$ cat src/rtl/uart_rx_pkg.sv
package uart_rx_pkg;

  typedef enum logic [1:0] {
    RX_IDLE  = 2'd0,
    RX_SHIFT = 2'd1,
    RX_HOLD  = 2'd2
  } rx_state_e;

endpackage

$ cat src/rtl/uart_rx_sync.sv
module uart_rx_sync #(
  parameter int STAGES = 2
) (
  input  logic clk,
  input  logic rst_n,
  input  logic din,
  output logic dout
);

  logic [STAGES-1:0] chain_q;
  logic [STAGES-1:0] chain_d;

  generate
    for (genvar g = 0; g < STAGES; g++) begin : g_stage
      if (g == 0) begin : g_first
        assign chain_d[g] = din;
      end else begin : g_rest
        assign chain_d[g] = chain_q[g-1];
      end
    end
  endgenerate

  always_ff @(posedge clk or negedge rst_n) begin
    if (!rst_n) chain_q <= '1;
    else        chain_q <= chain_d;
  end

  assign dout = chain_q[STAGES-1];

endmodule

$ cat src/rtl/uart_rx_voter.sv
module uart_rx_voter #(
  parameter int OVS   = 16,
  parameter int CNT_W = 4
) (
  input  logic             clk,
  input  logic             rst_n,
  input  logic             tick,
  input  logic [CNT_W-1:0] phase,
  input  logic             din,
  output logic             vote_bit
);

  localparam int FIRST_ST = OVS/2 - 1;

  logic samp_a_q, samp_a_d;
  logic samp_b_q, samp_b_d;

  always_comb begin
    samp_a_d = samp_a_q;
    samp_b_d = samp_b_q;
    if (tick && phase == CNT_W'(FIRST_ST))     samp_a_d = din;
    if (tick && phase == CNT_W'(FIRST_ST + 1)) samp_b_d = din;
  end

  always_ff @(posedge clk or negedge rst_n) begin
    if (!rst_n) begin
      samp_a_q <= 1'b1;
      samp_b_q <= 1'b1;
    end else begin
      samp_a_q <= samp_a_d;
      samp_b_q <= samp_b_d;
    end
  end

  assign vote_bit = (samp_a_q & samp_b_q) | (samp_a_q & din) | (samp_b_q & din);

endmodule

$ cat src/rtl/uart_rx_frame_ctl.sv
module uart_rx_frame_ctl
  import uart_rx_pkg::*;
#(
  parameter int DATA_W = 8,
  parameter int OVS    = 16,
  parameter int CNT_W  = 4
) (
  input  logic              clk,
  input  logic              rst_n,
  input  logic              tick,
  input  logic              din,
  input  logic              rx_en,
  input  logic              mode11,
  input  logic              filt_en,
  input  logic              flag_clr,
  input  logic              vote_bit,
  output logic [CNT_W-1:0]  phase,
  output logic [DATA_W-1:0] rx_byte,
  output logic              rx_extra,
  output logic              rx_flag
);

  localparam int SR_W    = DATA_W + 1;
  localparam int LAST_ST = OVS/2 + 1;

  rx_state_e         st_q, st_d;
  logic [CNT_W-1:0]  cnt_q, cnt_d;
  logic [SR_W-1:0]   sr_q, sr_d;
  logic              smp_q, smp_d;
  logic [DATA_W-1:0] byte_q, byte_d;
  logic              extra_q, extra_d;
  logic              flag_q, flag_d;

  logic vote_vld;
  logic first_bit;
  logic last_bit;
  logic capture;

  assign vote_vld  = tick && (st_q == RX_SHIFT) && (cnt_q == CNT_W'(LAST_ST));
  assign first_bit = (sr_q == '1);
  assign last_bit  = !sr_q[0];
  assign capture   = vote_vld && !first_bit && last_bit && !flag_q &&
                     (!filt_en || vote_bit);

  always_comb begin
    st_d    = st_q;
    cnt_d   = cnt_q;
    sr_d    = sr_q;
    smp_d   = smp_q;
    byte_d  = byte_q;
    extra_d = extra_q;
    flag_d  = flag_q;

    if (tick) smp_d = din;
    if (flag_clr) flag_d = 1'b0;

    case (st_q)
      RX_IDLE: begin
        if (tick && rx_en && smp_q && !din) begin
          st_d  = RX_SHIFT;
          cnt_d = CNT_W'(1);
          sr_d  = '1;
        end
      end
      RX_SHIFT: begin
        if (tick) begin
          cnt_d = cnt_q + 1'b1;
          if (vote_vld) begin
            if (first_bit && vote_bit) begin
              st_d = RX_IDLE;
            end else begin
              sr_d = {vote_bit, sr_q[SR_W-1:1]};
              if (last_bit) st_d = mode11 ? RX_HOLD : RX_IDLE;
            end
          end
        end
      end
      RX_HOLD: begin
        if (tick) begin
          cnt_d = cnt_q + 1'b1;
          if (cnt_q == CNT_W'(LAST_ST)) st_d = RX_IDLE;
        end
      end
      default: st_d = RX_IDLE;
    endcase

    if (capture) begin
      byte_d  = sr_q[SR_W-1:1];
      extra_d = vote_bit;
      flag_d  = 1'b1;
    end
  end

  always_ff @(posedge clk or negedge rst_n) begin
    if (!rst_n) begin
      st_q    <= RX_IDLE;
      cnt_q   <= '0;
      sr_q    <= '1;
      smp_q   <= 1'b1;
      byte_q  <= '0;
      extra_q <= 1'b0;
      flag_q  <= 1'b0;
    end else begin
      st_q    <= st_d;
      cnt_q   <= cnt_d;
      sr_q    <= sr_d;
      smp_q   <= smp_d;
      byte_q  <= byte_d;
      extra_q <= extra_d;
      flag_q  <= flag_d;
    end
  end

  assign phase    = cnt_q;
  assign rx_byte  = byte_q;
  assign rx_extra = extra_q;
  assign rx_flag  = flag_q;

  // no frame starts while reception is disabled
  a_r2_arm_needs_en: assert property (@(posedge clk) disable iff (!rst_n)
    (st_q == RX_IDLE && !rx_en) |=> (st_q == RX_IDLE));

  // a high start vote returns the receiver to idle
  a_r4_false_start: assert property (@(posedge clk) disable iff (!rst_n)
    (vote_vld && first_bit && vote_bit) |=> (st_q == RX_IDLE && !$rose(rx_flag)));

  // delivery happens only on a tick edge
  a_r6_on_tick: assert property (@(posedge clk) disable iff (!rst_n)
    $rose(rx_flag) |-> $past(tick));

  // with the filter on, every delivered extra bit is 1
  a_r7_filter: assert property (@(posedge clk) disable iff (!rst_n)
    ($rose(rx_flag) && $past(filt_en)) |-> rx_extra);

  // the byte changes only together with a new delivery
  a_r7_byte_hold: assert property (@(posedge clk) disable iff (!rst_n)
    !$stable(rx_byte) |-> $rose(rx_flag));

  // the flag stays set until it is cleared
  a_r8_flag_sticky: assert property (@(posedge clk) disable iff (!rst_n)
    (rx_flag && !flag_clr) |=> rx_flag);

  // the wait after an 11-bit frame never starts a new frame
  a_r9_hold_idle: assert property (@(posedge clk) disable iff (!rst_n)
    (st_q == RX_HOLD) |=> (st_q != RX_SHIFT));

endmodule

$ cat src/rtl/mpc_uart_rx.sv
module mpc_uart_rx #(
  parameter int DATA_W      = 8,
  parameter int OVS         = 16,
  parameter int SYNC_STAGES = 2
) (
  input  logic              clk,
  input  logic              rst_n,
  input  logic              rx_line,
  input  logic              tick16,
  input  logic              rx_en,
  input  logic              nine_bit_mode,
  input  logic              addr_filt_en,
  input  logic              flag_clr,
  output logic [DATA_W-1:0] rx_byte,
  output logic              rx_extra,
  output logic              rx_flag
);

  localparam int CNT_W = $clog2(OVS);

  logic             line_s;
  logic             vote_bit;
  logic [CNT_W-1:0] phase;

  uart_rx_sync #(.STAGES(SYNC_STAGES)) u_sync (
    .clk   (clk),
    .rst_n (rst_n),
    .din   (rx_line),
    .dout  (line_s)
  );

  uart_rx_voter #(.OVS(OVS), .CNT_W(CNT_W)) u_voter (
    .clk      (clk),
    .rst_n    (rst_n),
    .tick     (tick16),
    .phase    (phase),
    .din      (line_s),
    .vote_bit (vote_bit)
  );

  uart_rx_frame_ctl #(.DATA_W(DATA_W), .OVS(OVS), .CNT_W(CNT_W)) u_ctl (
    .clk      (clk),
    .rst_n    (rst_n),
    .tick     (tick16),
    .din      (line_s),
    .rx_en    (rx_en),
    .mode11   (nine_bit_mode),
    .filt_en  (addr_filt_en),
    .flag_clr (flag_clr),
    .vote_bit (vote_bit),
    .phase    (phase),
    .rx_byte  (rx_byte),
    .rx_extra (rx_extra),
    .rx_flag  (rx_flag)
  );

endmodule

$ cat config.mk
export PLATFORM = sky130hd
export DESIGN_NAME = mpc_uart_rx
export DESIGN_NICKNAME = d
export VERILOG_FILES = /design/src/rtl/uart_rx_pkg.sv /design/src/rtl/uart_rx_sync.sv /design/src/rtl/uart_rx_voter.sv /design/src/rtl/uart_rx_frame_ctl.sv /design/src/rtl/mpc_uart_rx.sv
export SDC_FILE = /design/constraint.sdc
export NUM_CORES = 1
export LEC_CHECK = 0
export BUFFER_PORTS_ARGS = -buffer_cell sky130_fd_sc_hd__buf_2
export CAP_MARGIN = 0
export CORE_ASPECT_RATIO = 2
export CORE_MARGIN = 2
export CORE_UTILIZATION = 30
export CTS_CLUSTER_SIZE = 24
export DETAILED_ROUTE_END_ITERATION = 6
export SKIP_LAST_GASP = 1
export SYNTH_ARGS = -nofsm -noshare
export SYNTH_HDL_FRONTEND = slang
export SYNTH_SLANG_ARGS = --single-unit
$ cat constraint.sdc
create_clock -name clk -period 5.6 [get_ports clk]
set_input_delay 1.68 -clock clk [delete_from_list [all_inputs] [get_ports clk]]
set_output_delay 1.68 -clock clk [all_outputs]
set_load 0.01 [all_outputs]
==> impl_metrics.py, run 1 <==
metrics = {
    "drt": {
        "drc": 0,
        "drtIter0Drc": 16,
        "ant_nets": 0,
        "wire_per_inst_um": 15.2,
        "first_pass_iters": 4,
        "wl_um": 3090,
        "via_count": 1052,
        "via_per_inst": 5.18,
    },
    "yosys": {
        "yosysWarningCount": 0,
        "synth-seq-area-share": 0.501,
        "synthFlopType": "dfrtp_1",
        "syn-cell-area_mm2": 0.00153,
        "ys_ff_latch": 30,
        "synth_enable_flop_cells": 0,
        "synth_cell_types": 41,
        "synth.area.top_cells": "dfrtp_1 26%, dfstp_2 24%, mux2_4 8.8%",
        "synth_top_area_frac": 0.261,
        "avgSynthCellArea_um2": 12.4,
        "syn_nets": 138,
        "synthArstFlopShare": 1.00,
        "postSynthCellCount": 124,
        "synth_area_leader_cell": "dfrtp_1",
    },
    "sta": {
        "rsz0062_at_grt": "false",
        "final.setup.tns_ns": 0,
        "timing.final.crit_share": 0.516,
        "finalHoldViolCount": 0,
        "holdWs_ns": 0.355,
        "final-max-slew-violation-count": 0,
        "fmax_mhz": 346,
        "worstMarginPinSlew_ns": 0.681,
        "clock_skew_ns": 0.00513,
        "period_minus_slack_ns": 2.89,
        "slew-limit-headroom": 0.546,
        "setup_viol": 0,
    },
    "hold_path": {
        "hold-path-cell-count": 0,
        "hold_path.class": "flip-flop to flip-flop",
    },
    "final_layout": {
        "fin_util": 0.359,
        "design_area_mm2": 0.00176,
        "final_nets": 159,
        "drive_gt1_frac": 0.356,
        "final_cell_mix": "17 x buf_2, 16 x dfrtp_1, 14 x dfstp_2",
        "antenna_cells": 0,
        "area_delta_synth_final_pct": 14.8,
        "nFillCells": 498,
        "final_common_cell": "buf_2",
    },
    "placement": {
        "post_dp_cell_area_mm2": 0.00167,
        "dp_hpwl_um": 2350,
        "finalWeightedCongestion": 0.741,
        "port_buffers": 17,
    },
    "pwr": {
        "internal-power_uw": 601,
        "powerDensity_mw_per_mm2": 527,
        "leakage_nw": 0.815,
        "comb_power_share": 0.395,
        "p_clk_frac": 0.188,
        "power_frac_seq": 0.417,
        "peakVddDrop_uv": 311,
        "p_sw_frac": 0.352,
        "p_sw_uw": 327,
    },
    "setup_path": {
        "critPathMaxFanout": 10,
        "crit_arrival_ns": 3.05,
        "timing.critical_path.from_type": "input pin",
        "reg2regPathDepth": 5,
        "worstSetupEndpointType": "flip-flop",
        "crit_type": "input pin to flip-flop",
        "crit_required_ns": 5.76,
    },
    "cts": {
        "cts_made_buffers": 5,
        "clock_latency_ns": 0.28,
        "post_cts_buffers": 0,
        "cts-root-buf": "clkbuf_8",
        "cts_tree": "done",
        "cts.path.max_buffers": 2,
        "clkSinkCount": 30,
        "ctsHoldBuffers": 0,
        "clk_pin_slew_ns": 0.06,
        "ctsResizeCount": 0,
        "cts_max_level": 2,
    },
    "grt": {
        "grt_use_total": 0.129,
        "grt_pass1_vias": 1098,
        "grt_pass1_wl_um": 5390,
        "antenna_found_initial": 0,
        "grt_max_degree": 31,
        "grt_overflow_total": 0,
    },
    "floorplanning": {
        "core_mm2": 0.00491,
        "die-area_mm2": 0.00574,
        "num_io_pins": 18,
        "start_util": 0.312,
        "rows": 36,
        "die_h_um": 105,
        "fp.dieW_um": 54.6,
    },
    "flow_run": {
        "timing.max_cap.violations": 0,
    },
    "status": {
        "status": "finished, final reports clean",
    },
}
[registers in the layout, summed over array words and instances (netlist names)]
register,count
u_ctl.sr_q,9
u_ctl.rx_byte,8
u_ctl.phase,4
u_ctl.st_q,2
u_sync.chain_q,2
u_ctl.rx_extra,1
u_ctl.rx_flag,1
u_ctl.smp_q,1
u_voter.samp_a_q,1
u_voter.samp_b_q,1
[synthesized netlist by cell type (3+ instances only)]
cell / n
mux2_4: 9
inv_1: 6
nor2_1: 9
nand3b_1: 3
a21oi_1: 4
o22a_1: 5
and3_1: 3
nor2b_1: 3
mux2i_1: 3
dfrtp_1: 16
and2_1: 3
dfstp_2: 14
ha_1: 6
[worst paths after layout]
kind / from / to / slack, ns
worst max-delay path: tick16 / u_ctl.rx_byte[2] / 2.71
worst min-delay path: u_sync.chain_q[0] / u_sync.chain_q[1] / 0.36
worst max register to register: u_ctl.st_q[1] / u_ctl.rx_byte[2] / 3.49
worst min register to register: u_sync.chain_q[0] / u_sync.chain_q[1] / 0.36
max in group asynchronous: rst_n / u_ctl.phase[1] / 3.72
min in group asynchronous: rst_n / u_ctl.st_q[1] / 1.44
[layout make-up]
class,count,area [µm²],area share
multi-input combinational,85,724,0.411
clock buffer,8,90.1,0.0511
inverter,6,22.5,0.0128
sequential,30,768,0.436
timing repair buffer,17,85.1,0.0483
tap,57,71.3,0.0405
[layer usage]
metal / wire length, µm / share of wire / GRT usage
met5: 0 / 0 / 0
met4: 66 / 0.021 / 0.0482
met3: 104 / 0.034 / 0.0343
met2: 1780 / 0.58 / 0.231
met1: 1140 / 0.37 / 0.133
[stage by stage]
| step | power [mW] | std cells | setup WS, ns |
|---|---|---|---|
| after floorplan | 0.653 | 124 | 2.68 |
| after CTS | 0.943 | 203 | 2.73 |
| after global placement | 0.741 | 195 | 2.48 |
| final | 0.928 | 203 | 2.71 |
| after detailed placement | 0.763 | 195 | 2.43 |
| after global routing | 1.00 | 203 | 2.67 |
[worst max-delay path, cell delays in order]
cell      delay [ns]
buf_2           0.15
nand4b_2        0.22
or4_4           0.66
mux2_4          0.34
[cells by family (layout without fill, tap and decap cells)]
| family | count (synthesis) | count (layout) | share of synthesized area |
|---|---|---|---|
| AND/OR/NAND/NOR | 37 | 37 | 0.155 |
| flip-flops | 30 | 30 | 0.501 |
| AO/OA/AOI/OAI | 25 | 25 | 0.122 |
| multiplexers | 16 | 16 | 0.137 |
| buffers and inverters | 9 | 31 | 0.0269 |
| adder cells (fa/ha/maj) | 7 | 7 | 0.0579 |
[power groups by stage]
| stage | combinational [mW] | clock (mW) | sequential (mW) |
|---|---|---|---|
| after CTS | 0.371 | 0.182 | 0.390 |
| after global placement | 0.353 | 0 | 0.387 |
| after detailed placement | 0.369 | 0 | 0.394 |
| after global routing | 0.412 | 0.192 | 0.400 |
| final | 0.367 | 0.175 | 0.387 |
| after floorplan | 0.273 | 0 | 0.380 |
Note: power is estimated with default switching activity, not from simulation.
==> run 2, diff against run 1 <==
==> constraint.sdc (replaced) <==
create_clock -name clk -period 2.8 [get_ports clk]
set_input_delay 0.84 -clock clk [delete_from_list [all_inputs] [get_ports clk]]
set_output_delay 0.84 -clock clk [all_outputs]
set_load 0.01 [all_outputs]
==> run 2 against run 1 <==
  * Clock-buffer cell count unchanged
  * Non-clock buffer count unchanged
  * Register-to-register slack got worse by 2.8 ns
  * Largest power group unchanged
  * Critical endpoint is now u_ctl.rx_byte[3]
  * Highest routed layer unchanged
  * Sequential power increased by 100%
  * Cell count unchanged
  * Hold slack improved by 0.0060 ns
  * Clock skew about the same
==> impl_metrics.py, run 2 (synthesis results as in run 1) <==
metrics = {
    "status": {
        "status": "finished, final reports clean",
    },
    "placement": {
        "finalWeightedCongestion": 0.741,
        "post_dp_cell_area_mm2": 0.00167,
        "dp_hpwl_um": 2390,
        "port_buffers": 17,
    },
    "setup_path": {
        "cp_cell_sequence": "inv_1 > ha_1 > nand2b_1 > or4_4 > mux2_4",
        "worstSetupEndpointType": "flip-flop",
        "critPathMaxFanout": 15,
        "crit_required_ns": 2.96,
        "cpPeakStageDelay_ns": 0.55,
        "reg2regPathDepth": 5,
        "r2r-end": "u_ctl.rx_byte[3]",
        "r2r_start": "u_ctl.st_q[1]",
        "crit_arrival_ns": 2.26,
        "reg2reg_setup_slack_ns": 0.70,
        "path_buf_inv": 1,
        "cp_top_family": "simple AND/OR/NAND/NOR gates",
        "crit_type": "flip-flop to flip-flop",
        "timing.critical_path.from_type": "flip-flop",
        "slowest_stage": "or4_4",
    },
    "cts": {
        "post_cts_buffers": 0,
        "cts.path.max_buffers": 2,
        "cts_max_level": 2,
        "ctsResizeCount": 0,
        "cts_made_buffers": 5,
        "clock_latency_ns": 0.28,
        "cts-root-buf": "clkbuf_8",
        "cts_tree": "done",
        "ctsHoldBuffers": 0,
        "clkSinkCount": 30,
        "clk_pin_slew_ns": 0.06,
    },
    "drt": {
        "wl_um": 3070,
        "ant_nets": 0,
        "drc": 0,
        "via_per_inst": 5.20,
        "wire_per_inst_um": 15.1,
        "first_pass_iters": 4,
        "via_count": 1056,
        "drtIter0Drc": 19,
    },
    "sta": {
        "final.setup.tns_ns": 0,
        "worstMarginPinSlew_ns": 0.669,
        "setup_viol": 0,
        "rsz0062_at_grt": "false",
        "finalHoldViolCount": 0,
        "final-max-slew-violation-count": 0,
        "slew-limit-headroom": 0.554,
        "clock_skew_ns": 0.00475,
        "timing.final.crit_share": 0.749,
        "period_minus_slack_ns": 2.10,
        "fmax_mhz": 477,
    },
    "final_layout": {
        "drive_gt1_frac": 0.356,
        "largest_reg_flops": 9,
        "design_area_mm2": 0.00176,
        "final_common_cell": "buf_2",
        "largest_register": "u_ctl.sr_q",
        "antenna_cells": 0,
        "final_nets": 159,
        "area_delta_synth_final_pct": 14.8,
        "final_cell_mix": "17 x buf_2, 16 x dfrtp_1, 14 x dfstp_2",
    },
    "grt": {
        "grt_overflow_total": 0,
        "grt_pass1_wl_um": 5270,
        "grt_max_degree": 31,
        "grt_pass1_vias": 1094,
        "grt_use_total": 0.127,
        "antenna_found_initial": 0,
    },
    "floorplanning": {
        "num_io_pins": 18,
        "core_mm2": 0.00491,
        "die-area_mm2": 0.00574,
        "start_util": 0.312,
        "die_h_um": 105,
        "fp.dieW_um": 54.6,
        "rows": 36,
    },
    "flow_run": {
        "timing.max_cap.violations": 0,
    },
    "hold_path": {
        "whs_endpoint": "u_sync.chain_q[1]",
        "hold-path-cell-count": 0,
        "hold_path.class": "flip-flop to flip-flop",
        "hp-start": "u_sync.chain_q[0]",
    },
    "pwr": {
        "leakage_nw": 0.815,
        "peakVddDrop_uv": 595,
        "powerDensity_mw_per_mm2": 1060,
    },
}
-- run 2: how the worst max path moves through the flow --
stage / start / endpoint / depth (start not counted)
floorplan: tick16 / u_ctl.rx_byte[0] / 4
detailed placement: tick16 / u_ctl.rx_byte[2] / 4
finish: u_ctl.st_q[1] / u_ctl.rx_byte[3] / 5
CTS: u_ctl.st_q[1] / u_ctl.rx_byte[3] / 5
global placement: tick16 / u_ctl.rx_byte[6] / 4
global route: u_ctl.st_q[1] / u_ctl.rx_byte[2] / 5
-- run 2: cell type report --
cell class / instances / area, µm²
Inverter: 6 / 22.5
Multi-Input combinational cell: 85 / 724
Clock buffer: 8 / 90.1
Sequential cell: 30 / 768
Tap cell: 57 / 71.3
Timing Repair Buffer: 17 / 85.1
Fill cell: 485 / 3150
-- run 2: worst register-to-register path, stage by stage, from the launching register on --
cell      delay, ns
dfrtp_1        0.40
inv_1          0.11
ha_1           0.45
nand2b_1       0.13
or4_4          0.55
mux2_4         0.34
-- run 2: stage by stage --
step           utilization  hold slack, ns  worst slack (ns)  power [mW]  std cells
2_1_floorplan            -           0.345             0.723        1.31        124
3_3_place_gp         0.340           0.347             0.522        1.48        195
3_5_place_dp         0.340           0.355             0.470        1.53        195
4_1_cts              0.359           0.363             0.687        1.89        203
5_1_grt              0.359           0.366             0.565        2.00        203
6_report             0.359           0.361             0.702        1.86        203
-- run 2: report_power, final --
part	total, mW	switching, mW	internal (mW)
sequential	0.778	0.146	0.632
combinational	0.734	0.363	0.371
clock	0.348	0.148	0.200
-- run 2: per-layer routing --
layer | track usage | share of wire | vias up
li1 | - | - | 500
met1 | 0.131 | 0.37 | 526
met2 | 0.225 | 0.57 | 24
met3 | 0.0357 | 0.036 | 6
met4 | 0.0482 | 0.020 | 0
met5 | 0 | 0 | -
